`src/rtl/ccp_pkg.sv`:
```
package ccp_pkg;
    localparam int ADDR_W = 3;

    typedef enum logic [ADDR_W-1:0] {
        A_CTRL = 3'd0,
        A_IEN  = 3'd1,
        A_STAT = 3'd2,
        A_VALH = 3'd3,
        A_VALL = 3'd4
    } reg_addr_e;

    localparam int CTRL_MODE_BIT = 0;
    localparam int CTRL_PRE_BIT  = 1;
endpackage

```
`src/rtl/ccp_value.sv`:
```
module ccp_value #(
    parameter int BUS_W = 8,
    localparam int VAL_W = 2 * BUS_W
) (
    input  logic             clk,
    input  logic             rst_n,
    input  logic             mode_in,
    input  logic             pre_en,
    input  logic             upd,
    input  logic             cap,
    input  logic [VAL_W-1:0] cnt,
    input  logic             wr_hi,
    input  logic             wr_lo,
    input  logic [BUS_W-1:0] wdata,
    output logic [VAL_W-1:0] shadow,
    output logic [VAL_W-1:0] active,
    output logic [BUS_W-1:0] hi_buf
);
    typedef struct packed {
        logic [BUS_W-1:0] hi;
        logic [VAL_W-1:0] shd;
        logic [VAL_W-1:0] act;
    } val_state_t;

    val_state_t st_d, st_q;

    always_comb begin
        st_d = st_q;
        if (!mode_in) begin
            if (wr_hi) st_d.hi = wdata;
            if (wr_lo) begin
                st_d.shd = {st_q.hi, wdata};
                if (!pre_en) st_d.act = {st_q.hi, wdata};
            end
            if (pre_en && upd) st_d.act = st_q.shd;
        end else if (cap) begin
            st_d.shd = cnt;
        end
    end

    always_ff @(posedge clk or negedge rst_n) begin
        if (!rst_n) st_q <= '0;
        else        st_q <= st_d;
    end

    assign shadow = st_q.shd;
    assign active = st_q.act;
    assign hi_buf = st_q.hi;
endmodule

```
`src/rtl/ccp_compare.sv`:
```
module ccp_compare #(
    parameter int VAL_W = 16
) (
    input  logic             clk,
    input  logic             rst_n,
    input  logic             mode_in,
    input  logic [VAL_W-1:0] cnt,
    input  logic [VAL_W-1:0] active,
    output logic             cmp_out,
    output logic             match
);
    typedef struct packed {
        logic cmp;
    } cmp_state_t;

    cmp_state_t st_d, st_q;

    always_comb begin
        st_d.cmp = !mode_in && (cnt >= active);
    end

    always_ff @(posedge clk or negedge rst_n) begin
        if (!rst_n) st_q <= '0;
        else        st_q <= st_d;
    end

    assign cmp_out = st_q.cmp;
    assign match   = !mode_in && (cnt == active);
endmodule

```
`src/rtl/ccp_status.sv`:
```
module ccp_status (
    input  logic clk,
    input  logic rst_n,
    input  logic set_evt,
    input  logic clr_wr,
    input  logic ien,
    output logic flag,
    output logic irq
);
    typedef struct packed {
        logic flg;
    } st_state_t;

    st_state_t st_d, st_q;

    always_comb begin
        st_d = st_q;
        if (set_evt)     st_d.flg = 1'b1;
        else if (clr_wr) st_d.flg = 1'b0;
    end

    always_ff @(posedge clk or negedge rst_n) begin
        if (!rst_n) st_q <= '0;
        else        st_q <= st_d;
    end

    assign flag = st_q.flg;
    assign irq  = st_q.flg & ien;
endmodule

```
`src/rtl/ccp_readmux.sv`:
```
module ccp_readmux
    import ccp_pkg::*;
#(
    parameter int BUS_W = 8,
    localparam int VAL_W = 2 * BUS_W
) (
    input  logic              clk,
    input  logic              rst_n,
    input  logic              rd_en,
    input  logic [ADDR_W-1:0] addr,
    input  logic              mode_in,
    input  logic              pre_en,
    input  logic              ien,
    input  logic              flag,
    input  logic [VAL_W-1:0]  shadow,
    output logic [BUS_W-1:0]  rdata
);
    typedef struct packed {
        logic [BUS_W-1:0] lo;
        logic             vld;
    } lat_state_t;

    lat_state_t st_d, st_q;

    always_comb begin
        st_d = st_q;
        if (rd_en && addr == A_VALH) begin
            st_d.lo  = shadow[BUS_W-1:0];
            st_d.vld = 1'b1;
        end else if (rd_en && addr == A_VALL) begin
            st_d.vld = 1'b0;
        end
    end

    always_ff @(posedge clk or negedge rst_n) begin
        if (!rst_n) st_q <= '0;
        else        st_q <= st_d;
    end

    always_comb begin
        rdata = '0;
        case (addr)
            A_CTRL: rdata = {{(BUS_W-2){1'b0}}, pre_en, mode_in};
            A_IEN:  rdata = {{(BUS_W-1){1'b0}}, ien};
            A_STAT: rdata = {{(BUS_W-1){1'b0}}, flag};
            A_VALH: rdata = shadow[VAL_W-1:BUS_W];
            A_VALL: rdata = st_q.vld ? st_q.lo : shadow[BUS_W-1:0];
            default: rdata = '0;
        endcase
    end
endmodule

```
`src/rtl/ccp_channel.sv`:
```
module ccp_channel
    import ccp_pkg::*;
#(
    parameter int BUS_W = 8,
    localparam int VAL_W = 2 * BUS_W
) (
    input  logic              clk,
    input  logic              rst_n,
    input  logic [VAL_W-1:0]  cnt_i,
    input  logic              update_i,
    input  logic              capture_i,
    input  logic              wr_en_i,
    input  logic              rd_en_i,
    input  logic [ADDR_W-1:0] addr_i,
    input  logic [BUS_W-1:0]  wdata_i,
    output logic [BUS_W-1:0]  rdata_o,
    output logic              cmp_o,
    output logic              irq_o
);
    typedef struct packed {
        logic mode;
        logic pre;
        logic ien;
    } ctl_state_t;

    ctl_state_t ctl_d, ctl_q;

    logic             mode_q, pre_q, ien_q;
    logic [VAL_W-1:0] shd_val, act_val;
    logic [BUS_W-1:0] hi_buf;
    logic             match, flag;
    logic             wr_hi, wr_lo, clr_wr, set_evt;

    always_comb begin
        ctl_d = ctl_q;
        if (wr_en_i && addr_i == A_CTRL) begin
            ctl_d.mode = wdata_i[CTRL_MODE_BIT];
            ctl_d.pre  = wdata_i[CTRL_PRE_BIT];
        end
        if (wr_en_i && addr_i == A_IEN) ctl_d.ien = wdata_i[0];
    end

    always_ff @(posedge clk or negedge rst_n) begin
        if (!rst_n) ctl_q <= '0;
        else        ctl_q <= ctl_d;
    end

    assign mode_q  = ctl_q.mode;
    assign pre_q   = ctl_q.pre;
    assign ien_q   = ctl_q.ien;
    assign wr_hi   = wr_en_i && addr_i == A_VALH;
    assign wr_lo   = wr_en_i && addr_i == A_VALL;
    assign clr_wr  = wr_en_i && addr_i == A_STAT && !wdata_i[0];
    assign set_evt = (mode_q && capture_i) || match;

    ccp_value #(.BUS_W(BUS_W)) u_value (
        .clk(clk), .rst_n(rst_n), .mode_in(mode_q), .pre_en(pre_q),
        .upd(update_i), .cap(capture_i), .cnt(cnt_i),
        .wr_hi(wr_hi), .wr_lo(wr_lo), .wdata(wdata_i),
        .shadow(shd_val), .active(act_val), .hi_buf(hi_buf)
    );

    ccp_compare #(.VAL_W(VAL_W)) u_compare (
        .clk(clk), .rst_n(rst_n), .mode_in(mode_q), .cnt(cnt_i),
        .active(act_val), .cmp_out(cmp_o), .match(match)
    );

    ccp_status u_status (
        .clk(clk), .rst_n(rst_n), .set_evt(set_evt), .clr_wr(clr_wr),
        .ien(ien_q), .flag(flag), .irq(irq_o)
    );

    ccp_readmux #(.BUS_W(BUS_W)) u_readmux (
        .clk(clk), .rst_n(rst_n), .rd_en(rd_en_i), .addr(addr_i),
        .mode_in(mode_q), .pre_en(pre_q), .ien(ien_q), .flag(flag),
        .shadow(shd_val), .rdata(rdata_o)
    );
endmodule

```
`config.mk`:
```
export PLATFORM = sky130hd
export DESIGN_NAME = ccp_channel
export DESIGN_NICKNAME = d
export VERILOG_FILES = /design/src/rtl/ccp_pkg.sv /design/src/rtl/ccp_value.sv /design/src/rtl/ccp_compare.sv /design/src/rtl/ccp_status.sv /design/src/rtl/ccp_readmux.sv /design/src/rtl/ccp_channel.sv
export SDC_FILE = /design/constraint.sdc
export NUM_CORES = 1
export LEC_CHECK = 0
export BUFFER_PORTS_ARGS = -buffer_cell sky130_fd_sc_hd__buf_2
export CAP_MARGIN = 20
export CORE_MARGIN = 10
export CORE_UTILIZATION = 60
export DETAILED_ROUTE_END_ITERATION = 10
export MAX_ROUTING_LAYER = met4
export PLACE_DENSITY = 0.91
export REMOVE_ABC_BUFFERS = 1
export SETUP_SLACK_MARGIN = 0.1
export SLEW_MARGIN = 10
export SYNTH_ARGS = -nofsm -noshare
export SYNTH_HDL_FRONTEND = slang
export SYNTH_SLANG_ARGS = --single-unit
```
`constraint.sdc`:
```
create_clock -name clk -period 2.4 [get_ports clk]
set_input_delay 0.48 -clock clk [delete_from_list [all_inputs] [get_ports clk]]
set_output_delay 0.48 -clock clk [all_outputs]
set_load 0.01 [all_outputs]
```
==> run summary, run 1 <==
Status: finished, final reports clean
Top Ports: 43
Main flop type after synthesis: dfrtp_1
Max Slew Vio Count: 0
Fmax: 487 MHz
Post-synth EDFFs: 0
Number of max-cap violations: 0
Die height: 90.3 um
Initial drt markers: 171
Post-CTS sizing: 0
GRT overflow: 0
LEAKAGE: 1.67 nW
Synth Area in Adders: 0.0674
Tmin final: 2.05 ns
Vias/cell: 5.59
VDD IR max: 0.509 mV
Final WS setup: 0.345 ns
Row count: 25
Setup violators final: 0
Crit path DAT: 1.57 ns
Yosys Warn Count: 0
CP required: 1.92 ns
Mux contribution to synthesized area: 0.269
Area grow syn2layout: 14.6%
Pint: 2.19 mW
Worst setup SP type: input pin
Post-CTS Setup Bufs: 0
DP Worst Slack: 0.244 ns
Final layout net count: 367
First-pass DRT Iterations: 4
Die area: 8160 um2
Combinational family with the most area after synthesis: multiplexers
Hold buffer count at cts: 0
DRC: 0
Commonest non-fill, non-tap cells in the layout: mux2i_1 (54), dfrtp_1 (54), buf_2 (42), nor2_1 (21), a21oi_1 (21)
Post-Syn Instances: 268
Reg clk slew, reported paths: 0.10 ns
Clock network fraction of total power: 0.188
Yosys reg bits: 54
Combinational share of power: 0.352
Clock Tree Buf Depth: 2
Clock root cell: clkbuf_8
Antenna violations before repair: 0
First-pass GRT wire length: 11.5 mm
Gpl congestion: 0.831
IO Port Bufs: 42
RSZ-0062 raised after global routing: false
Complex-gate fraction of the synthesized area: 0.0788
Clk sinks: 54
Die W: 90.3 um
Diodes inserted: 0
Global Route Usage Sum: 0.175
Synth unique cells: 34
Share of cells above drive strength 1: 0.267
Hold Crit Class: input pin to asynchronous set/reset pin
Average cell area after synthesis: 11.1 um2
Rel. slew slack: 0.541
Slew @ Worst Pin: 0.688 ns
Setup TNS: 0 ns
Initial Util: 0.624
Largest net degree at the start of global routing: 55
CP Capture Type: output pin
Latest clock arrival within the worst-skew pair: 0.31 ns
Post-synthesis simple-gate area fraction: 0.0864
CTS tree: built
Area contributors post-synth: dfrtp_1 (46%), mux2i_1 (18%), mux2_2 (7.6%), ha_1 (6.7%), a21oi_1 (3.5%)
Crit Path Class: input pin to output pin
Sequential element share of the synthesized area: 0.455
Sw frac: 0.341
Final worst path period share: 0.856
Final Hold Violating Endpoints: 0
Total core area: 4750 um2
Via Count: 2153
Top-area cell type share of the netlist area: 0.455
Yosys top cell by area: dfrtp_1
Final WL: 6.71 mm
Mapped cell area: 2970 um2
Antenna Nets Post-Route: 0
Crit path max fanout: 10
CTS Buf Count: 5
Worst Skew: 0.00811 ns
H-tree Lvls: 2
Sequential share of power: 0.459
Synth Area in XOR/XNOR: 0
# fillers: 349
Vias in the first global route: 2353
Net Sw Power: 1.13 mW
Asr flop ratio synth: 1.00
Placed wire-length estimate: 4.92 mm
Cell Pwr Density: 976 nW/um2
DR WL/cell: 17.4 um
==> worst max-delay path, stage by stage <==
cell and delay [ns]:
buf_2 0.15, or3b_1 0.40, buf_4 0.19, o21ai_0 0.19, buf_2 0.16
==> worst paths after layout <==
| check | startpoint | to | slack [ns] | cells past startpoint |
|---|---|---|---|---|
| max in group asynchronous | rst_n | u_value.active[7] | 1.65 | 2 |
| max reg2reg | mode_q | u_value.hi_buf[7] | 0.70 | 5 |
| max | addr_i[0] | rdata_o[4] | 0.35 | 5 |
| min | rst_n | ien_q | 0.28 | 2 |
| min in group clk | wdata_i[5] | u_value.hi_buf[5] | 0.44 | 2 |
| min reg2reg | u_readmux.st_q[6] | u_readmux.st_q[6] | 0.52 | 1 |
==> power groups by stage <==
stage	sequential [mW]	combinational, mW	clock (mW)
finish	1.52	1.17	0.625
global route	1.58	1.33	0.673
CTS	1.52	1.18	0.627
detailed placement	1.54	1.17	0
global placement	1.51	1.11	0
floorplan	1.49	0.834	0
==> cell usage after synthesis (10+ instances only) <==
master	number
a21oi_1	21
dfrtp_1	54
ha_1	16
inv_1	18
mux2_2	20
mux2i_1	54
nand2_1	15
nor2_1	21
o21ai_0	10
==> sequential cells by signal, indices dropped and copies added, names as in the netlist <==
signal / cells
ien_q: 1
mode_q: 1
pre_q: 1
u_compare.cmp_out: 1
u_readmux.st_q: 9
u_status.flag: 1
u_value.active: 16
u_value.hi_buf: 8
u_value.shadow: 16
==> metal layers <==
layer | share of wire | track usage | wire length (um) | vias up
met4 | 0.0043 | 0.0424 | 29 | 0
met5 | 0 | - | 0 | -
met3 | 0.046 | 0.0466 | 308 | 5
li1 | - | - | - | 1050
met2 | 0.49 | 0.282 | 3310 | 52
met1 | 0.46 | 0.214 | 3060 | 1046
==> layout make-up <==
type	instances	area, um2	area share
Multi-Input combinational cell	186	1490	0.439
Sequential cell	54	1350	0.397
Timing Repair Buffer	53	293	0.0861
Tap cell	67	83.8	0.0246
Clock buffer	6	82.6	0.0243
Inverter	18	67.6	0.0199
Clock inverter	1	30.0	0.00883
==> stage by stage <==
step                instance area (um2)  power [mW]  instances   util  hold slack (ns)
global placement                   3290        2.62        378  0.692            0.479
global route                       3400        3.58        385  0.716            0.321
finish                             3400        3.32        385  0.716            0.282
detailed placement                 3290        2.70        378  0.692            0.489
CTS                                3400        3.33        385  0.716            0.306
floorplan                          2910        2.32        258      -            0.184
==> cells by family after synthesis <==
group,Yosys count
buffers and inverters,28
muxes,76
AOI/OAI and AO/OA,41
adders and majority gates,16
DFF,54
and+or+nand+nor,53
(Power assumes the default switching activity.)
==> run 2, diff against run 1 <==
--- a/config.mk
+++ b/config.mk
@@ -12,7 +12,6 @@
 export DETAILED_ROUTE_END_ITERATION = 10
 export MAX_ROUTING_LAYER = met4
 export PLACE_DENSITY = 0.91
-export REMOVE_ABC_BUFFERS = 1
 export SETUP_SLACK_MARGIN = 0.1
 export SLEW_MARGIN = 10
 export SYNTH_ARGS = -nofsm -noshare
==> run 2 against run 1 <==
Die area unchanged. Worst setup slack got worse by 0.13 ns. Clock power decreased by 3.5%. First-iteration DRC count increased by 46%. Largest power group unchanged. Worst hold slack got worse by 0.12 ns. Highest routed layer unchanged. Cell count increased by 0.26%. Total power increased by 0.47%. Sequential power about the same. Fmax decreased by 5.8%. Sequential share of layout area decreased by 0.073 points.
==> run summary, run 2 (synthesized netlist as in run 1, its figures left out) <==
Final WS setup: 0.218 ns (-0.127 ns)
Share of the core filled with cells: 0.717 (+0.00132)
Crit Path Class: input pin to output pin
Post-CTS Setup Bufs: 0 (unchanged)
First-pass GRT wire length: 11.9 mm (+3.7%)
Clock root cell: clkbuf_8
Share of cells above drive strength 1: 0.263 (-0.00397)
CTS Buf Count: 5 (unchanged)
Initial drt markers: 250 (+46%)
Rel. slew slack: 0.547 (+0.00593)
Hold slack: 0.161 ns (-0.121 ns)
Clk sinks: 54 (unchanged)
LEAKAGE: 1.67 nW (about the same)
GRT overflow: 0 (unchanged)
Latest clock arrival within the worst-skew pair: 0.31 ns (about the same)
Hold Crit Class: input pin to asynchronous set/reset pin
Commonest non-fill, non-tap cells in the layout: mux2i_1 (54), dfrtp_1 (54), buf_2 (42), nor2_1 (21), a21oi_1 (21)
Worst Skew: 0.00728 ns (-0.000825 ns)
Area taken by multi-input logic gates: 1490 um2 (unchanged)
CTS tree: built
Fmax: 458 MHz (-5.8%)
Max Slew Vio Count: 0 (unchanged)
Clock Tree Buf Depth: 2 (unchanged)
Final layout net count: 367 (unchanged)
Antenna Nets Post-Route: 0 (unchanged)
Crit path max fanout: 8 (-2)
RSZ-0062 raised after global routing: false
DR WL/cell: 18.4 um (+5.3%)
Initial Util: 0.624 (unchanged)
Reg clk slew, reported paths: 0.09 ns (about the same)
Top Ports: 43 (unchanged)
Die area: 8160 um2 (unchanged)
H-tree Lvls: 2 (unchanged)
Slew @ Worst Pin: 0.671 ns (-0.0174 ns)
Number of max-cap violations: 0 (unchanged)
Tmin final: 2.18 ns (+0.127 ns)
First-pass DRT Iterations: 4 (unchanged)
Status: finished, final reports clean
DP Worst Slack: 0.179 ns (-0.0641 ns)
Placed wire-length estimate: 5.30 mm (+7.7%)
Mapped Nets: 317
Row count: 25 (unchanged)
Via Count: 2209 (+2.6%)
Hold buffer count at cts: 0 (unchanged)
Final WL: 7.09 mm (+5.6%)
CP Capture Type: output pin
Final worst path period share: 0.909 (+0.0531)
Global Route Usage Sum: 0.183 (+0.00809)
Vias/cell: 5.72 (+2.3%)
IO Port Bufs: 42 (unchanged)
Reg area: 1350 um2 (unchanged)
Die W: 90.3 um (unchanged)
Setup TNS: 0 ns (unchanged)
Cell Pwr Density: 978 nW/um2 (+0.29%)
Final Hold Violating Endpoints: 0 (unchanged)
Crit path DAT: 1.70 ns (+0.13 ns)
Antenna violations before repair: 0 (unchanged)
DRC: 0 (unchanged)
Area grow syn2layout: 14.8%
Setup violators final: 0 (unchanged)
Worst setup SP type: input pin
# fillers: 343 (-1.7%)
Diodes inserted: 0 (unchanged)
Largest net degree at the start of global routing: 31 (-44%)
VDD IR max: 0.536 mV (+5.2%)
Vias in the first global route: 2364 (+0.47%)
Gpl congestion: 0.813 (-2.2%)
Die height: 90.3 um (unchanged)
Post-CTS sizing: 0 (unchanged)
Total core area: 4750 um2 (unchanged)
CP required: 1.92 ns (about the same)
[run 2: cell types whose count changed in the layout (fill, tap and decap cells not counted), sizes merged]
| cell | change |
|---|---|
| clkbuf | +1 |
[run 2: layout make-up]
cell class | instances | area share
Multi-Input combinational cell | 186 | 0.438
Sequential cell | 54 | 0.396
Timing Repair Buffer | 53 | 0.0896
Tap cell | 67 | 0.0246
Clock buffer | 7 | 0.0224
Inverter | 18 | 0.0198
Clock inverter | 1 | 0.00881
[run 2: worst max-delay path, cell delays in order]
cell and delay (ns):
buf_2 0.14, or3b_1 0.46, buf_4 0.20, o21ai_0 0.23, buf_2 0.18
[run 2: power by group]
part           internal [mW]  switching (mW)
registers               1.28           0.244
clock network          0.312           0.290
logic                  0.580           0.626
[run 2: stage by stage]
stage                     cells  instance area [um2]  power, mW
after floorplan             268                 2970       2.34
after global placement      378                 3300       2.63
after detailed placement    378                 3300       2.73
after CTS                   386                 3410       3.34
after global routing        386                 3410       3.58
final                       386                 3410       3.33
[run 2: path summary, 6_finish.rpt]
| kind | from | to | slack [ns] | depth (start not counted) |
|---|---|---|---|---|
| max in group asynchronous | rst_n | u_value.active[6] | 1.67 | 2 |
| min in group clk | wdata_i[6] | u_value.hi_buf[6] | 0.45 | 2 |
| hold / removal | rst_n | u_readmux.st_q[1] | 0.16 | 1 |
| setup / recovery | addr_i[0] | rdata_o[5] | 0.22 | 5 |
| hold reg to reg | u_readmux.st_q[7] | u_readmux.st_q[7] | 0.52 | 1 |
| setup reg to reg | u_value.active[2] | u_compare.cmp_out | 0.60 | 6 |
[run 2: routing by layer]
metal	GRT usage	up-vias	wire length [um]
li1	-	1051	-
met1	0.223	1082	3130
met2	0.295	62	3500
met3	0.0407	14	333
met4	0.0597	0	131
met5	-	-	0
